### src/rtl/cmpu_pkg.sv
package cmpu_pkg;
  typedef struct packed {
    logic signedTest;
    logic takeImm;
    logic takeZero;
  } cmpu_strobe_t;
endpackage

### src/rtl/cmpu_ctrl.sv
module cmpu_ctrl
  import cmpu_pkg::*;
(
  input  logic         isUnsigned,
  input  logic         useImm,
  input  logic         recordZero,
  output cmpu_strobe_t strobe
);
  always_comb begin
    strobe = '0;
    if (recordZero) begin
      strobe.takeZero   = 1'b1;
      strobe.signedTest = 1'b1;
    end else begin
      strobe.signedTest = ~isUnsigned;
      strobe.takeImm    = useImm;
    end
  end

  always_comb begin
    if (recordZero) begin
      AST_RECORD_SIGNED: assert (strobe.signedTest && !strobe.takeImm)
        else $error("record mode must be signed and ignore immediate");
    end
  end
endmodule

### src/rtl/cmpu_dpath.sv
module cmpu_dpath
  import cmpu_pkg::*;
#(
  parameter int WIDTH = 32,
  parameter int IMM_W = 16
) (
  input  logic [WIDTH-1:0] opA,
  input  logic [WIDTH-1:0] opB,
  input  logic [IMM_W-1:0] imm,
  input  logic             soFlag,
  input  cmpu_strobe_t     strobe,
  output logic [3:0]       condField
);
  localparam int EXT_W = WIDTH - IMM_W;

  logic [WIDTH-1:0] immWide;
  logic [WIDTH-1:0] selB;
  logic             isLess;
  logic             isEqual;

  generate
    if (EXT_W > 0) begin : g_ext
      logic fillBit;
      assign fillBit = strobe.signedTest & imm[IMM_W-1];
      assign immWide = {{EXT_W{fillBit}}, imm};
    end else begin : g_noext
      assign immWide = imm[WIDTH-1:0];
    end
  endgenerate

  always_comb begin
    if (strobe.takeZero)      selB = '0;
    else if (strobe.takeImm)  selB = immWide;
    else                      selB = opB;
  end

  always_comb begin
    isEqual = (opA == selB);
    if (strobe.signedTest) isLess = ($signed(opA) < $signed(selB));
    else                   isLess = (opA < selB);
  end

  always_comb begin
    condField    = 4'b0000;
    condField[0] = soFlag;
    if (isEqual)     condField[1] = 1'b1;
    else if (isLess) condField[3] = 1'b1;
    else             condField[2] = 1'b1;
  end

  always_comb begin
    AST_ONE_RELATION: assert ($countones(condField[3:1]) == 1)
      else $error("relation bits not one-hot");
    if (strobe.takeImm && !strobe.takeZero && strobe.signedTest) begin
      AST_IMM_SIGN_FILL: assert (selB[WIDTH-1] == imm[IMM_W-1])
        else $error("immediate not sign-extended");
    end
    if (strobe.takeImm && !strobe.takeZero && !strobe.signedTest) begin
      AST_IMM_ZERO_FILL: assert (selB[WIDTH-1] == 1'b0)
        else $error("immediate not zero-extended");
    end
  end
endmodule

### src/rtl/cmpu_top.sv
module cmpu_top
  import cmpu_pkg::*;
#(
  parameter int WIDTH = 32,
  parameter int IMM_W = 16,
  parameter int IDX_W = 3
) (
  input  logic [WIDTH-1:0] opA,
  input  logic [WIDTH-1:0] opB,
  input  logic [IMM_W-1:0] imm,
  input  logic             isUnsigned,
  input  logic             useImm,
  input  logic             recordZero,
  input  logic             soFlag,
  input  logic [IDX_W-1:0] targetIdx,
  output logic [3:0]       condField,
  output logic [IDX_W-1:0] targetOut
);
  cmpu_strobe_t strobe;

  cmpu_ctrl u_ctrl (
    .isUnsigned(isUnsigned),
    .useImm(useImm),
    .recordZero(recordZero),
    .strobe(strobe)
  );

  cmpu_dpath #(.WIDTH(WIDTH), .IMM_W(IMM_W)) u_dpath (
    .opA(opA),
    .opB(opB),
    .imm(imm),
    .soFlag(soFlag),
    .strobe(strobe),
    .condField(condField)
  );

  assign targetOut = targetIdx;

  always_comb begin
    AST_SO_COPY: assert (condField[0] == soFlag)
      else $error("low bit differs from summary flag");
    if (recordZero && opA == '0) begin
      AST_ZERO_RECORD_EQ: assert (condField == {3'b001, soFlag})
        else $error("zero result not recorded as equal");
    end
    if (recordZero && opA[WIDTH-1]) begin
      AST_NEG_RECORD_LT: assert (condField[3])
        else $error("negative result not recorded as less");
    end
  end
endmodule

### config.mk
export PLATFORM = sky130hd
export DESIGN_NAME = cmpu_top
export DESIGN_NICKNAME = d
export VERILOG_FILES = /design/src/rtl/cmpu_pkg.sv /design/src/rtl/cmpu_ctrl.sv /design/src/rtl/cmpu_dpath.sv /design/src/rtl/cmpu_top.sv
export SDC_FILE = /design/constraint.sdc
export NUM_CORES = 1
export LEC_CHECK = 0
export ABC_AREA = 1
export BUFFER_PORTS_ARGS = -buffer_cell sky130_fd_sc_hd__buf_4
export CAP_MARGIN = 15
export CELL_PAD_IN_SITES_DETAIL_PLACEMENT = 0
export CELL_PAD_IN_SITES_GLOBAL_PLACEMENT = 1
export CORE_MARGIN = 2
export CORE_UTILIZATION = 26
export DETAILED_ROUTE_END_ITERATION = 7
export GPL_ROUTABILITY_DRIVEN = 0
export PLACE_DENSITY_LB_ADDON = 0.1
export SLEW_MARGIN = 0
export SYNTH_ARGS = -nofsm -noshare
export SYNTH_HDL_FRONTEND = slang
export SYNTH_SLANG_ARGS = --single-unit
export TNS_END_PERCENT = 100
### constraint.sdc
create_clock -name vclk -period 3.6
set_clock_uncertainty 0.15 [all_clocks]
set_input_delay 0.72 -clock vclk [all_inputs]
set_output_delay 0.72 -clock vclk [all_outputs]
set_load 0.03 [all_outputs]
Yosys cells after proc, flatten, opt, wreduce, memory -nomap -nowiden
Index checks and enable logic that the tools add are counted.

storage, ports and cells
  flip-flop bits (word level) = 0
  latch bits = 0
  memory bits (writable) = 0
  memory bits (read-only) = 0
  bits of input ports = 87
  output and inout port bits = 7
  logic and storage cells = 15
  memories kept = 0

operators by class
  add/sub/neg operators = 0
  $mul = 0
  div/mod/pow operators = 0
  $lt $le $gt $ge = 2
  equality and inequality tests = 1
  shifts and indexed selects = 0
  multiplexer cells = 10
  bitwise logic cells = 2
  reductions and logical operators = 0

operator list
  cell                 number
  < comparator 32 bit  2
  2-to-1 mux 32 bit    2
  == test 32 bit       1
  2-to-1 mux 1 bit     7
  2-to-1 mux 2 bit     1
  AND 1 bit            1
  inverter 1 bit       1

Logic depth before layout (Yosys ltp)
  depth in word-level cells = 9
  depth in mapped cells = 19
  mapped depth without buffers = 18

Cells and area by module
A second synthesis with hierarchy kept.

second synthesis, totals
  cells, all modules = 198
  area, all modules = 1222.4 sq um

by module, submodules not included
  module      times used  cells each  area each (sq um)  seq. area each (sq um)
  cmpu_dpath  1           190         1177.4             0.0
  cmpu_ctrl   1           5           22.5               0.0
  cmpu_top    1           3           22.5               0.0

Least setup slack after synthesis
Ideal clock, no wire load.

  path type = input -> output
  from = input imm[15]
  to = output condField[3]
  arrival time = 2653 ps
  required time = 2730 ps
  slack = 77 ps
  cell stages on the path = 13
  path buffers = 1
  cell sequence = inv_1 o211ai_2 clkbuf_1 o211ai_1 ha_1 nand4_1 nor3_2 nand2_1 nor2_1 nand2_1 nand2_1 nand2_1 a21oi_2

between the ends
  longest elaborated chain between the ends = 7
  elaborated cells between the ends (all ways) = 9
  classes of those cells = order compare (2); eq/ne (1); mux (5); bitwise (1)

RTL lines
  item                                    line                                source
  from (decl)                             cmpu_top.sv:10                      input logic [IMM_W-1:0] imm,
  AND 1 bit                               cmpu_dpath.sv:24                    assign fillBit = strobe.signedTest & imm[IMM_W-1];
  2-to-1 mux 32 bit (*)                   cmpu_dpath.sv:33                    else if (strobe.takeImm) selB = immWide;
  2-to-1 mux 32 bit (*)                   cmpu_dpath.sv:32                    if (strobe.takeZero) selB = '0;
  < comparator 32 bit (on tied branches)  cmpu_dpath.sv:40, cmpu_dpath.sv:39
  2-to-1 mux 1 bit                        cmpu_dpath.sv:39                    if (strobe.signedTest) isLess = ($signed(opA) < $signed(selB));
  2-to-1 mux 1 bit                        cmpu_dpath.sv:47                    else if (isLess) condField[3] = 1'b1;
  2-to-1 mux 2 bit (*)                    cmpu_dpath.sv:46                    if (isEqual) condField[1] = 1'b1;
  to (decl)                               cmpu_top.sv:16                      output logic [3:0] condField,

Mark *: on every way between the ends. The rest lies on a longest branch, timed or not.

Worst setup path after layout
  from = input imm[15]
  to = output condField[2]

The elaborated chain is that of the path after synthesis.

==> run_results.csv <==
group,metric,value,unit
floorplan,fp-row-count,24,
worst_hold_path,worst_hold_path_type,"in2out",
floorplan,die_x,71.8,um
layout,nNetsFinal,400,
critical_path,cp_slowest_stage_delay,0.32,ns
sta,whs,1.29,ns
routing,drtIter0Drc,16,
critical_path,worst-path-buf-inv,4,
global_route,grt_pass1_wl,5870,um
sta,slew_violations,0,
critical_path,crit_required,2.73,ns
floorplan,start_util,27.3,%
critical_path,worst_path_max_delay_cell,"ha_1",
routing,first_pass_iters,4,
placement,dp_cells,329,
layout,finalNonFillerCells,331,
critical_path,path_cells,"buf_4 -> inv_2 -> o211ai_2 -> buf_12 -> o211ai_1 -> ha_1 -> nand4_1 -> nor3_4 -> nand2_1 -> nor2_1 -> nand2_1 -> nand3_1 -> nand2_1 -> nor2_2 -> buf_4",
floorplan,core-area,4380,um^2
sta,finalHoldViolCount,0,
layout,final_common_cell,"buf_4",
sta,worst_pin_slew,0.249,ns
routing,vias,1549,
layout,design.seq.count,0,
sta,rsz0062_at_grt,"yes",
sta,setup_viol,0,
sta,fmax,289,MHz
global_route,grt_usage,13.2,%
synth,synth_cells,195,
global_route,grt_pass1_vias,1401,
global_route,antenna_found_initial,0,
routing,wl,3700,um
layout,nClkBuffers,0,
layout,fillers,474,
layout,regArea,0,um^2
power_and_ir_drop,vdd_drop_max,0.000103,V
floorplan,die_y,71.8,um
critical_path,cp-end-kind,"output port",
sta,post-route-min-period,3.46,ns
synth,yosysUniqueCellTypes,24,
critical_path,path_class,"in2out",
power_and_ir_drop,power_density,127,nW/um^2
layout,finalCoreUtilization,45.5,%
power_and_ir_drop,cellLeakagePower,1.03,nW
layout,drive_gt1_share,38.7,%
synth,synth_top_area_share,33.5,%
layout,multi_input_area,1090,um^2
synth,synth.avg_cell_area,6.13,um^2
placement,dp_hpwl,3050,um
synth,yosys.area.top_type,"ha_1",
synth,yosysSeqAreaShare,0,%
global_route,grt_max_degree,31,
placement,placed_area,1940,um^2
sta,period_share,96.2,%
sta,slew_headroom,83.4,%
global_route,overflow,0,
layout,final_area,2000,um^2
critical_path,cp.arrival,2.59,ns
critical_path,crit_path_frequent_cell,"nand2_1",
critical_path,path_max_fanout,16,
synth,synthTopCellsByArea,"ha_1 (34%), nor2_1 (13%), o211ai_1 (11%), nand2_1 (10%), o21ai_0 (6.7%)",
synth,syn_area,1190,um^2
layout,n_antenna_cell,0,
routing,drtAntennaViolNets,0,
synth,synth_nets,314,
floorplan,die-area,5150,um^2
floorplan,pin_count,94,
routing,drc,0,
routing,routedWlPerCell,11.2,um
layout,final_cell_mix,"buf_4 (92), nor2_1 (40), ha_1 (32)",
flow_run,maxCapViolations,0,
routing,vias_per_cell,4.68,
critical_path,path_delay_family,"simple AND/OR/NAND/NOR gates",
critical_path,start_kind,"primary input",
placement,io_buffers,86,
status,status,"complete, no violations",
synth,ys_warn_count,0,
clocking,cts_hold_buf,0,
layout,syn_to_final_growth,67.1,%
sta,tns,0,ns
cells by family after synthesis:
logic type	synth area share [%]
AOI/OAI and AO/OA	28.9
buffers and inverters	9.63
adders and majority gates	33.5
and+or+nand+nor	28.0
synthesized netlist by cell type (2+ instances only):
library cell,count
nor2_1,40
ha_1,32
nand2_1,32
o211ai_1,17
o21ai_0,16
a21oi_1,15
inv_1,10
clkbuf_1,6
buf_4,5
nand3_1,3
nand4_1,3
a21o_1,2
buf_2,2
o21ai_1,2
through the flow:
| stage | total power [mW] | worst slack [ns] |
|---|---|---|
| after floorplan | 0.139 | 0.0773 |
| after global placement | 0.247 | 0.0598 |
| after detailed placement | 0.246 | 0.0727 |
| after CTS | 0.247 | 0.0605 |
| after global routing | 0.289 | -0.0701 |
| final | 0.253 | 0.138 |
repair_timing:
item,in CTS,in global routing
resized for setup,0,13
setup buffers,0,1
endpoints found under the setup margin,0,2
where the power goes:
part	internal [mW]	switching, mW	total (mW)	leakage (nW)
sequential	0	0	0	0
clock	0	0	0	0
combinational	0.139	0.114	0.253	1.03
total	0.139	0.114	0.253	1.03
area by class of cell:
cell class | instances | share of cell area (%)
multi-input combinational | 170 | 54.7
timing repair buffer | 98 | 40.0
tap | 52 | 3.26
inverter | 11 | 2.07
per-layer routing:
metal	vias up	share of wire [%]	track usage (%)
li1	851	-	-
met1	653	48	19.4
met2	45	46	22.4
met3	0	6.2	0.844
met4	0	0	0.419
met5	-	0	0
path summary, 6_finish.rpt:
path / to / depth (start not counted) / from
min: targetOut[1] / 0 / targetIdx[1]
max: condField[2] / 15 / imm[15]
Power figures use the tool's default switching activity.
